`src/rtl/epx_pkg.sv`:
```
package epx_pkg;
  typedef enum logic {
    TMR_QUIET   = 1'b0,
    TMR_REFRESH = 1'b1
  } tmr_phase_t;

  function automatic int max2(input int a, input int b);
    return (a > b) ? a : b;
  endfunction
endpackage

```
`src/rtl/epx_sync.sv`:
```
module epx_sync #(
  parameter int STAGES = 2
) (
  input  logic clk,
  input  logic rst,
  input  logic async_i,
  output logic sync_o
);
  logic [STAGES-1:0] chain;

  generate
    for (genvar g = 0; g < STAGES; g++) begin : g_stage
      if (g == 0) begin : g_first
        always_ff @(posedge clk) begin
          if (rst) chain[0] <= 1'b0;
          else     chain[0] <= async_i;
        end
      end else begin : g_next
        always_ff @(posedge clk) begin
          if (rst) chain[g] <= 1'b0;
          else     chain[g] <= chain[g-1];
        end
      end
    end
  endgenerate

  assign sync_o = chain[STAGES-1];
endmodule

```
`src/rtl/epx_idle_timer.sv`:
```
module epx_idle_timer
  import epx_pkg::*;
#(
  parameter int IDLE_CYCLES    = 100,
  parameter int REFRESH_CYCLES = 100
) (
  input  logic clk,
  input  logic rst,
  input  logic en,
  input  logic restart,
  output logic fire
);
  localparam int CW = $clog2(max2(IDLE_CYCLES, REFRESH_CYCLES) + 1);

  logic [CW-1:0] cnt;
  logic [CW-1:0] limit_m1;
  tmr_phase_t    phase;

  always_comb begin
    if (phase == TMR_REFRESH) limit_m1 = CW'(REFRESH_CYCLES - 1);
    else                      limit_m1 = CW'(IDLE_CYCLES - 1);
  end

  assign fire = en && !restart && (cnt == limit_m1);

  always_ff @(posedge clk) begin
    if (rst || !en) begin
      cnt   <= '0;
      phase <= TMR_QUIET;
    end else if (restart) begin
      cnt   <= '0;
      phase <= TMR_QUIET;
    end else if (fire) begin
      cnt   <= '0;
      phase <= TMR_REFRESH;
    end else begin
      cnt <= cnt + 1'b1;
    end
  end
endmodule

```
`src/rtl/epx_pulse_gen.sv`:
```
module epx_pulse_gen (
  input  logic clk,
  input  logic rst,
  input  logic en,
  input  logic lvl_i,
  input  logic fire_i,
  output logic change_o,
  output logic trk_o,
  output logic set_o,
  output logic clr_o
);
  logic trk;

  assign change_o = lvl_i ^ trk;
  assign trk_o    = trk;

  always_ff @(posedge clk) begin
    if (rst) begin
      trk   <= 1'b0;
      set_o <= 1'b0;
      clr_o <= 1'b0;
    end else begin
      trk <= lvl_i;
      if (!en) begin
        set_o <= 1'b0;
        clr_o <= 1'b0;
      end else if (change_o) begin
        set_o <= lvl_i;
        clr_o <= !lvl_i;
      end else begin
        set_o <= fire_i && trk;
        clr_o <= fire_i && !trk;
      end
    end
  end
endmodule

```
`src/rtl/edge_pulse_tx.sv`:
```
module edge_pulse_tx #(
  parameter int SYNC_STAGES    = 2,
  parameter int IDLE_CYCLES    = 100,
  parameter int REFRESH_CYCLES = 100
) (
  input  logic clk,
  input  logic rst,
  input  logic sig_i,
  input  logic chan_en_i,
  output logic pulse_set_o,
  output logic pulse_clr_o
);
  logic sync_lvl;
  logic trk_lvl;
  logic lvl_change;
  logic refresh_fire;

  epx_sync #(.STAGES(SYNC_STAGES)) u_sync (
    .clk     (clk),
    .rst     (rst),
    .async_i (sig_i),
    .sync_o  (sync_lvl)
  );

  epx_idle_timer #(
    .IDLE_CYCLES    (IDLE_CYCLES),
    .REFRESH_CYCLES (REFRESH_CYCLES)
  ) u_timer (
    .clk     (clk),
    .rst     (rst),
    .en      (chan_en_i),
    .restart (lvl_change),
    .fire    (refresh_fire)
  );

  epx_pulse_gen u_pgen (
    .clk      (clk),
    .rst      (rst),
    .en       (chan_en_i),
    .lvl_i    (sync_lvl),
    .fire_i   (refresh_fire),
    .change_o (lvl_change),
    .trk_o    (trk_lvl),
    .set_o    (pulse_set_o),
    .clr_o    (pulse_clr_o)
  );
endmodule

```
`config.mk`:
```
export PLATFORM = sky130hd
export DESIGN_NAME = edge_pulse_tx
export DESIGN_NICKNAME = d
export VERILOG_FILES = /design/src/rtl/epx_pkg.sv /design/src/rtl/epx_sync.sv /design/src/rtl/epx_idle_timer.sv /design/src/rtl/epx_pulse_gen.sv /design/src/rtl/edge_pulse_tx.sv
export SDC_FILE = /design/constraint.sdc
export NUM_CORES = 1
export LEC_CHECK = 0
export BUFFER_PORTS_ARGS = -buffer_cell sky130_fd_sc_hd__clkbuf_2
export CAP_MARGIN = 20
export CORE_AREA = 2 2 39 41
export CTS_BUF_LIST = sky130_fd_sc_hd__clkbuf_4
export DETAILED_ROUTE_END_ITERATION = 8
export DIE_AREA = 0 0 41 43
export GPL_TIMING_DRIVEN = 1
export SLEW_MARGIN = 20
export SYNTH_ARGS = -nofsm -noshare
export SYNTH_HDL_FRONTEND = slang
export SYNTH_SLANG_ARGS = --single-unit
```
`constraint.sdc`:
```
create_clock -name clk -period 1.6 [get_ports clk]
set_clock_uncertainty 0.1 [all_clocks]
set_input_delay 0.32 -clock clk [delete_from_list [all_inputs] [get_ports clk]]
set_output_delay 0.32 -clock clk [all_outputs]
set_load 0.1 [all_outputs]
```
==> results by group, run 1 <==
Outcome
  – Status: complete, no violations

STA
  – WHS: 0.155 ns
  – RSZ-0062 raised after global routing: false
  – Setup violators final: 0
  – TNS Setup: 0 ns
  – Fin. Hold Viols: 0
  – Period Utilization, post-route: 93.4%
  – Fin. max-slew vios: 0
  – FMAX: 0.669 GHz
  – Fin crit period: 1.49 ns
  – Slew HR: 64.2%
  – Worst-margin pin slew: 0.539 ns

Floorplan
  – Starting Density: 35.8%
  – Top Ports: 6
  – Core Region: 1380 um2
  – Row cnt: 14
  – Die Width: 41 um
  – Full die area: 1760 um2
  – Die Y: 43 um

Yosys
  – Biggest area consumer among synthesized cells: dfxtp_1
  – Synthesis Warnings: 0
  – Sequential share of the synthesized area: 48.5%
  – Synth Net Count: 54
  – Synth top area share: 48.5%
  – Syn_area_per_cell: 10.1 um2
  – Register bit total from synthesis: 12
  – Post-synthesis cell count: 49
  – Area contributors post-synth: dfxtp_1 (48%), a2111oi_4 (5.6%), nand4bb_4 (5.6%)
  – Synthesized area: 495 um2
  – Post-synth cell types: 18

Critical path
  – Cells along the critical path: ha_2 > nand3b_1 > or2_4 > a2111oi_4
  – Setup crit start kind: flip-flop
  – Reg-to-reg slack, setup: 0.11 ns
  – CP required: 1.68 ns
  – Worst Path Buf+Inv: 0
  – CP max-delay cell: dfxtp_1
  – CP endpoint kind: flip-flop
  – CP Class: flip-flop to flip-flop
  – Worst Path Arrival: 1.57 ns
  – Maximum fanout along the worst path: 5
  – Largest delay share family, worst path: flip-flops
  – CP peak stage delay: 0.37 ns

Hold path
  – Worst hold path class: primary input to flip-flop

Drt
  – DR pass1 iterations: 4
  – Vias per inst: 4.88
  – Drt total wl: 745 um
  – DR vias: 366
  – Wire per inst: 9.93 um
  – Initial DRC Count: 3
  – DRC Markers: 0
  – DRT antenna net count: 0

Finish
  – Nets: 65
  – Antenna diode count: 0
  – Synth-to-layout area growth: 16.4%
  – Layout cells sized above 1: 22.0%
  – Final Non-Filler Cells: 75

Clock tree
  – CTS tree: built
  – Clock transition at the registers of the reported paths: 0.08 ns
  – Root Buffer: clkbuf_4
  – Clock Sinks: 12
  – Clk_lat worst skew: 0.27 ns
  – # H-tree levels: 1
  – Num CTS Buffers: 3
  – Clk buf depth: 2
  – Hold-fix buffers, CTS: 0

Global route
  – GRT Overall Usage: 11.3%
  – Vias in the first global route: 319
  – Gr ovfl total: 0
  – Antenna violations before repair: 0
  – Pin count of the biggest net entering global routing: 8
  – First-pass GRT wire length: 1270 um

Pwr
  – Leakage: 0.194 nW
  – PD cells: 922 nW/um2
  – Worst vdd ir: 0.000322 V
  – Power, Total: 0.532 mW

Placement
  – Placer Congestion: 0.698
  – IO buf count: 5
  – Post-DP HPWL: 551 um
  – Cell total after placement: 71

Flow run
  – Number of max-cap violations: 0
## routing by layer
layer	track usage (%)	vias to the layer above	wire (um)
met3	4.71	2	21
li1	-	187	-
met4	10.0	0	14
met2	13.1	7	336
met5	0	-	0
met1	15.0	170	372
## cells in the mapped netlist, drive strengths merged
cell type,count
or3,2
or2,1
a21oi,4
o21ai,2
o211ai,1
xnor2,1
dfxtp,12
nor2,4
nor2b,4
xor2,2
nand3,3
a2111oi,1
nand2b,1
nand2,4
nand3b,2
ha,1
nand4bb,1
inv,3
## state kept, by name, summed over array words and instances (netlist names)
register,flops
u_sync.sync_o,1
u_sync.chain,1
u_pgen.set_o,1
u_pgen.clr_o,1
u_pgen.trk_o,1
u_timer.cnt,7
## cells by family after synthesis
kind of cell / count (synthesis) / share of synthesized area, %
compound gates: 8 / 13.1
xor+xnor: 3 / 5.30
flops: 12 / 48.5
fa+ha+maj: 1 / 2.52
simple gates: 22 / 28.3
buf+inv: 3 / 2.27
## through the flow
| stage | worst slack [ns] | area (um2) | utilization [%] |
|---|---|---|---|
| detailed placement | 0.0824 | 548 | 39.6 |
| global route | 0.0158 | 577 | 41.7 |
| finish | 0.106 | 577 | 41.7 |
| floorplan | 0.193 | 495 | - |
| global placement | 0.141 | 548 | 39.6 |
| CTS | 0.0643 | 574 | 41.5 |
## cells in the final DEF, fill, tap and decap left out
master	instances
or2_4	1
o21ai_0	2
xor2_1	2
clkbuf_2	5
inv_1	3
nand3_1	3
nor2_1	4
xnor2_1	1
clkbuf_4	3
or3_1	2
a2111oi_4	1
buf_4	1
nor2b_1	4
nand2_1	4
clkinv_1	1
nand2b_1	1
nand4bb_4	1
dfxtp_1	12
nand3b_1	2
o211ai_1	1
a21oi_1	4
ha_2	1
## power breakdown
part | internal (mW) | leakage, nW | switching (mW)
clock network | 0.0902 | 0.0154 | 0.102
registers | 0.304 | 0.0975 | 0.00484
logic | 0.0122 | 0.0807 | 0.0178
total | 0.407 | 0.194 | 0.125
## worst register-to-register path, cell delays in order, from the launching register on
cell and delay [ns]:
dfxtp_1 0.37, ha_2 0.24, nand3b_1 0.11, or2_4 0.25, a2111oi_4 0.33
## worst paths after layout
| kind | startpoint | endpoint | cells after the start |
|---|---|---|---|
| min | sig_i | u_sync.chain[0]$_SDFF_PP0_ | 2 |
| max reg2reg | u_timer.cnt[0]$_SDFF_PP0_ | u_pgen.clr_o$_SDFF_PP0_ | 4 |
| max | u_timer.cnt[0]$_SDFF_PP0_ | u_pgen.clr_o$_SDFF_PP0_ | 4 |
| min reg2reg | u_sync.chain[0]$_SDFF_PP0_ | u_sync.sync_o$_SDFF_PP0_ | 1 |
## repair_timing
| action | 4_1_cts | 5_1_grt |
|---|---|---|
| resized for setup | 0 | 1 |
| buffers inserted | 0 | 0 |
| setup endpoints to repair | 0 | 1 |
## area by class of cell
class	instances	area (um2)
Inverter	3	11.3
Clock buffer	3	22.5
Timing Repair Buffer	6	32.5
Sequential cell	12	240
Multi-Input combinational cell	34	246
Fill cell	144	807
Tap cell	16	20.0
Clock inverter	1	3.75
Note: power is estimated with default switching activity, not from simulation.
==> run 2, diff against run 1 <==
Settings changed: CTS_BUF_LIST sky130_fd_sc_hd__clkbuf_4 to not set.
==> run 2 against run 1 <==
  * Via count is 0.55% lower
  * Final area rose by 1.7%
  * First-iteration DRC count up 100%
  * Critical endpoint unchanged
  * Count of clock-buffer cells in the layout rose by 1
  * Largest cell class unchanged
==> results by group, run 2 (synthesis gave the netlist of run 1 again) <==
Critical path
  – CP max-delay cell: dfxtp_1
  – Worst Path Arrival: 1.56 ns
  – Worst reg2reg path endpoint: u_pgen.clr_o$_SDFF_PP0_
  – CP endpoint kind: flip-flop
  – Maximum fanout along the worst path: 5
  – Setup crit start kind: flip-flop
  – Reg-to-reg slack, setup: 0.11 ns
  – Worst Path Buf+Inv: 0
  – CP Class: flip-flop to flip-flop
  – Largest delay share family, worst path: flip-flops
  – R2R Path Start: u_timer.cnt[0]$_SDFF_PP0_
  – Cells along the critical path: ha_2 > nand3b_1 > or2_4 > a2111oi_4
  – CP required: 1.67 ns
  – Reg2reg path depth: 4
  – CP peak stage delay: 0.37 ns

Placement
  – Dpl cell area: 548 um2
  – Cell total after placement: 71
  – Post-DP HPWL: 551 um
  – IO buf count: 5
  – Placer Congestion: 0.698

Finish
  – Antenna diode count: 0
  – Commonest non-fill, non-tap cell in the layout: dfxtp_1
  – Post-route cell area: 587 um2
  – Synth-to-layout area growth: 18.4%
  – Nets: 65
  – Multi-input gate area: 246 um2
  – Seq. cell area: 240 um2
  – Reg with most FFs: u_timer.cnt
  – Layout cells sized above 1: 23.7%
  – Most frequent cells in the layout: dfxtp_1 (12), clkbuf_2 (5)
  – Final Non-Filler Cells: 75
  – Max reg flops: 7
  – Filler cells: 145

Outcome
  – Status: complete, no violations

Floorplan
  – Top Ports: 6
  – Row cnt: 14
  – Die Y: 43 um
  – Core Region: 1380 um2
  – Starting Density: 35.8%
  – Full die area: 1760 um2
  – Die Width: 41 um

Pwr
  – Worst vdd ir: 0.000427 V
  – Leakage: 0.199 nW
  – Power, Total: 0.575 mW
  – PD cells: 980 nW/um2

Clock tree
  – # H-tree levels: 1
  – Clock Sinks: 12
  – CTS tree: built
  – Clock transition at the registers of the reported paths: 0.08 ns
  – Clk_lat worst skew: 0.26 ns
  – Hold-fix buffers, CTS: 0
  – Clk buf depth: 2
  – Root Buffer: clkbuf_4
  – Num CTS Buffers: 3

Global route
  – GRT Overall Usage: 10.9%
  – Gr ovfl total: 0
  – First-pass GRT wire length: 1250 um
  – Antenna violations before repair: 0
  – Vias in the first global route: 317
  – Pin count of the biggest net entering global routing: 8

Drt
  – Highest Signal Layer: met4
  – Wire per inst: 9.63 um
  – Met2 routed WL: 317 um
  – Vias per inst: 4.85
  – Metal3 WL: 27 um
  – DR vias: 364
  – Drt total wl: 722 um
  – Initial DRC Count: 6
  – DRT antenna net count: 0
  – Met1 wire length: 363 um
  – DR pass1 iterations: 4
  – DRC Markers: 0

Hold path
  – WHS Path Cells: 2
  – Worst hold path class: primary input to flip-flop
  – Hold_sp: sig_i
  – Worst Hold Endpoint: u_sync.chain[0]$_SDFF_PP0_

STA
  – WHS: 0.161 ns
  – Fin. max-slew vios: 0
  – Setup violators final: 0
  – TNS Setup: 0 ns
  – FMAX: 0.670 GHz
  – Fin crit period: 1.49 ns
  – Worst-margin pin slew: 0.539 ns
  – RSZ-0062 raised after global routing: false
  – Slew HR: 64.2%
  – Fin. Hold Viols: 0
  – Period Utilization, post-route: 93.3%

Flow run
  – Number of max-cap violations: 0
## run 2: cell count changes in the layout (fill, tap and decap cells not counted)
cell / delta
clkinv_1: -1
clkbuf_8: +1
## run 2: what timing repair did
action,CTS,global route
gates resized for setup,0,1
endpoints found under the setup margin,0,1
setup buffers,0,0
## run 2: worst max-delay path by stage
| stage | from | end | slack (ns) | cells past startpoint |
|---|---|---|---|---|
| 6_report | u_timer.cnt[0]$_SDFF_PP0_ | u_pgen.clr_o$_SDFF_PP0_ | 0.11 | 4 |
| 5_1_grt | u_timer.cnt[0]$_SDFF_PP0_ | u_pgen.clr_o$_SDFF_PP0_ | 0.02 | 4 |
| 4_1_cts | u_timer.cnt[0]$_SDFF_PP0_ | u_pgen.clr_o$_SDFF_PP0_ | 0.06 | 4 |
| 3_5_place_dp | u_timer.cnt[0]$_SDFF_PP0_ | u_pgen.clr_o$_SDFF_PP0_ | 0.08 | 4 |
| 3_3_place_gp | u_timer.cnt[0]$_SDFF_PP0_ | u_pgen.clr_o$_SDFF_PP0_ | 0.14 | 4 |
| 2_1_floorplan | u_timer.cnt[0]$_SDFF_PP0_ | u_pgen.clr_o$_SDFF_PP0_ | 0.19 | 4 |
## run 2: final cells by class
type	count	share of cell area, %
timing repair buffer	6	5.54
sequential	12	40.9
inverter	3	1.92
clock buffer	4	6.18
multi-input combinational	34	42.0
tap	16	3.41
## run 2: layer usage
metal  track usage, %  vias up
li1                 -      188
met1             15.0      166
met2             12.8        8
met3             4.71        2
met4             8.00        0
met5                0        -
## run 2: stage by stage
step,worst slack [ns],utilization [%]
4_1_cts,0.0643,42.2
5_1_grt,0.0158,42.4
3_5_place_dp,0.0824,39.6
3_3_place_gp,0.141,39.6
6_report,0.107,42.4
2_1_floorplan,0.193,-
## run 2: worst reg2reg max path: cells and delay by family, from the launching register on
kind | cells | cell delay (ns)
AO/OA/AOI/OAI | 1 | 0.33
flip-flops | 1 | 0.37
AND/OR/NAND/NOR | 2 | 0.36
adder cells (fa/ha/maj) | 1 | 0.23
## run 2: where the power goes
part / total, mW / internal [mW] / switching (mW)
clock: 0.236 / 0.138 / 0.0980
combinational: 0.0299 / 0.0122 / 0.0177
sequential: 0.309 / 0.304 / 0.00484
==> run 3, diff against run 2 <==
Settings changed: ABC_AREA set to 1, MAX_ROUTING_LAYER set to met4.
==> run 3 against run 2 <==
  * Die area unchanged
  * Core utilization is 1.8 points lower
  * Critical endpoint is now pulse_clr_o
  * Flip-flop and latch count did not move
  * Highest routed layer unchanged
  * Critical path type is now flip-flop to primary output
  * Maximum frequency up 3.6%
  * Clock power decreased by 25%
  * Global-route usage down 0.87 points
  * Count of clock-buffer cells in the layout down 1
  * Largest cell class is now flip-flops and latches
  * Sequential power barely moved
  * Register-to-register slack improved by 0.13 ns
  * Sequential share of layout area up 1.8 points
==> results by group, run 3 <==
Hold path
  – Worst hold path class: primary input to flip-flop

Clock tree
  – Clk buf depth: 2
  – Hold-fix buffers, CTS: 0
  – Clk_lat worst skew: 0.27 ns
  – Clock Sinks: 12
  – Clock transition at the registers of the reported paths: 0.07 ns
  – Num CTS Buffers: 3
  – Post-CTS sizing: 0
  – Post-CTS Setup Inserts: 0
  – CTS tree: built
  – Root Buffer: clkbuf_4
  – # H-tree levels: 1

Drt
  – Drt total wl: 698 um
  – DRC Markers: 0
  – Wire per inst: 8.41 um
  – Vias per inst: 4.16
  – DR vias: 345
  – DR pass1 iterations: 4
  – DRT antenna net count: 0
  – Initial DRC Count: 3

Yosys
  – Syn_area_per_cell: 8.38 um2
  – Synth Net Count: 64
  – Top cells by count, synth: nor2_1 (15), dfxtp_1 (12), inv_1 (11)
  – Primary FF master, synth: dfxtp_1
  – Synthesis Warnings: 0
  – Post-synth cell types: 12
  – Ys async rst share: 0%
  – Biggest area consumer among synthesized cells: dfxtp_1
  – Number of synthesized flops with an enable pin: 0
  – Post-synthesis cell count: 59
  – Top-count cell post-synth: nor2_1
  – Area contributors post-synth: dfxtp_1 (49%), nor2_1 (11%), inv_1 (8.4%)
  – Register bit total from synthesis: 12
  – Synth top area share: 48.6%
  – Synthesized area: 494 um2
  – Sequential share of the synthesized area: 48.6%

Placement
  – IO buf count: 5
  – Post-DP HPWL: 545 um
  – Placer Congestion: 0.720

STA
  – Fin. max-slew vios: 0
  – FMAX: 0.694 GHz
  – Worst-margin pin slew: 0.540 ns
  – Fin. Hold Viols: 0
  – TNS Setup: 0 ns
  – Slew HR: 64.2%
  – RSZ-0062 raised after global routing: false
  – WHS: 0.136 ns
  – Setup violators final: 0
  – Period Utilization, post-route: 90.0%
  – Fin crit period: 1.44 ns

Global route
  – First-pass GRT wire length: 1060 um
  – GRT Overall Usage: 10.0%
  – Pin count of the biggest net entering global routing: 8
  – Gr ovfl total: 0
  – Vias in the first global route: 287
  – Antenna violations before repair: 0

Floorplan
  – Top Ports: 6
  – Row cnt: 14
  – Core Region: 1380 um2
  – Die Y: 43 um
  – Die Width: 41 um
  – Starting Density: 35.7%
  – Full die area: 1760 um2

Pwr
  – PD cells: 918 nW/um2
  – Leakage: 0.217 nW
  – Worst vdd ir: 0.000453 V

Critical path
  – Cells along the critical path: clkbuf_2
  – CP peak stage delay: 0.44 ns
  – CP Class: flip-flop to primary output
  – Worst Path Buf+Inv: 1
  – Largest delay share family, worst path: buffers and inverters
  – Worst Path Arrival: 1.02 ns
  – CP endpoint kind: primary output
  – Maximum fanout along the worst path: 1
  – CP required: 1.18 ns
  – Setup crit start kind: flip-flop
  – CP max-delay cell: clkbuf_2

Finish
  – Reg with most FFs: u_timer.cnt
  – Most frequent cells in the layout: nor2_1 (15), dfxtp_1 (12), inv_1 (11), nand2_1 (5), clkbuf_2 (5)
  – Commonest non-fill, non-tap cell in the layout: nor2_1
  – Synth-to-layout area growth: 13.7%
  – Nets: 74
  – Max reg flops: 7
  – Filler cells: 146
  – Layout cells sized above 1: 20.9%
  – Antenna diode count: 0

Flow run
  – Number of max-cap violations: 0

Outcome
  – Status: complete, no violations
[run 3: final timing paths]
check | from | endpoint | slack [ns] | cells past startpoint
setup reg to reg | u_timer.cnt[0]$_SDFF_PP0_ | u_timer.cnt[0]$_SDFF_PP0_ | 0.24 | 8
hold / removal | sig_i | u_sync.chain[0]$_SDFF_PP0_ | 0.14 | 3
hold reg to reg | u_sync.chain[0]$_SDFF_PP0_ | u_sync.sync_o$_SDFF_PP0_ | 0.32 | 2
setup / recovery | u_pgen.clr_o$_SDFF_PP0_ | pulse_clr_o | 0.16 | 1
[run 3: report_power, final]
| part | switching [mW] | total [mW] | internal [mW] |
|---|---|---|---|
| clock network | 0.0909 | 0.178 | 0.0871 |
| registers | 0.00413 | 0.309 | 0.305 |
| logic | 0.0181 | 0.0291 | 0.0110 |
[run 3: kinds of logic after synthesis]
kind of cell / share of synthesized area, %
AO/OA/AOI/OAI: 3.04
XOR/XNOR: 8.86
adder cells (fa/ha/maj): 2.53
buffers and inverters: 8.35
flip-flops: 48.6
AND/OR/NAND/NOR: 28.6
[run 3: worst register-to-register path: cells and delay by family (launching register included)]
family / cells / cell delay [ns]
flip-flops: 1 / 0.37
buffers and inverters: 2 / 0.14
adder cells (fa/ha/maj): 1 / 0.23
AND/OR/NAND/NOR: 5 / 0.41
[run 3: metrics by stage]
| step | power, mW | worst slack [ns] | cells | instance area, um2 | utilization [%] |
|---|---|---|---|---|---|
| after floorplan | 0.337 | 0.271 | 59 | 494 | - |
| after global placement | 0.345 | 0.280 | 80 | 539 | 39.0 |
| after detailed placement | 0.345 | 0.228 | 80 | 539 | 39.0 |
| after CTS | 0.521 | 0.159 | 83 | 562 | 40.6 |
| after global routing | 0.540 | 0.112 | 83 | 562 | 40.6 |
| final | 0.516 | 0.159 | 83 | 562 | 40.6 |
[run 3: area by class of cell]
class                      instances  area (um2)  share of cell area (%)
sequential                        12         240                    42.8
multi-input combinational         36         213                    37.9
inverter                          11        41.3                    7.35
timing repair buffer               5        25.0                    4.45
clock buffer                       3        22.5                    4.01
tap                               16        20.0                    3.56
[run 3: per-layer routing]
layer | wire length, um | track usage [%]
met1 | 347 | 11.4
met4 | 15 | 10.0
met2 | 312 | 11.9
met3 | 22 | 4.71
met5 | 0 | -
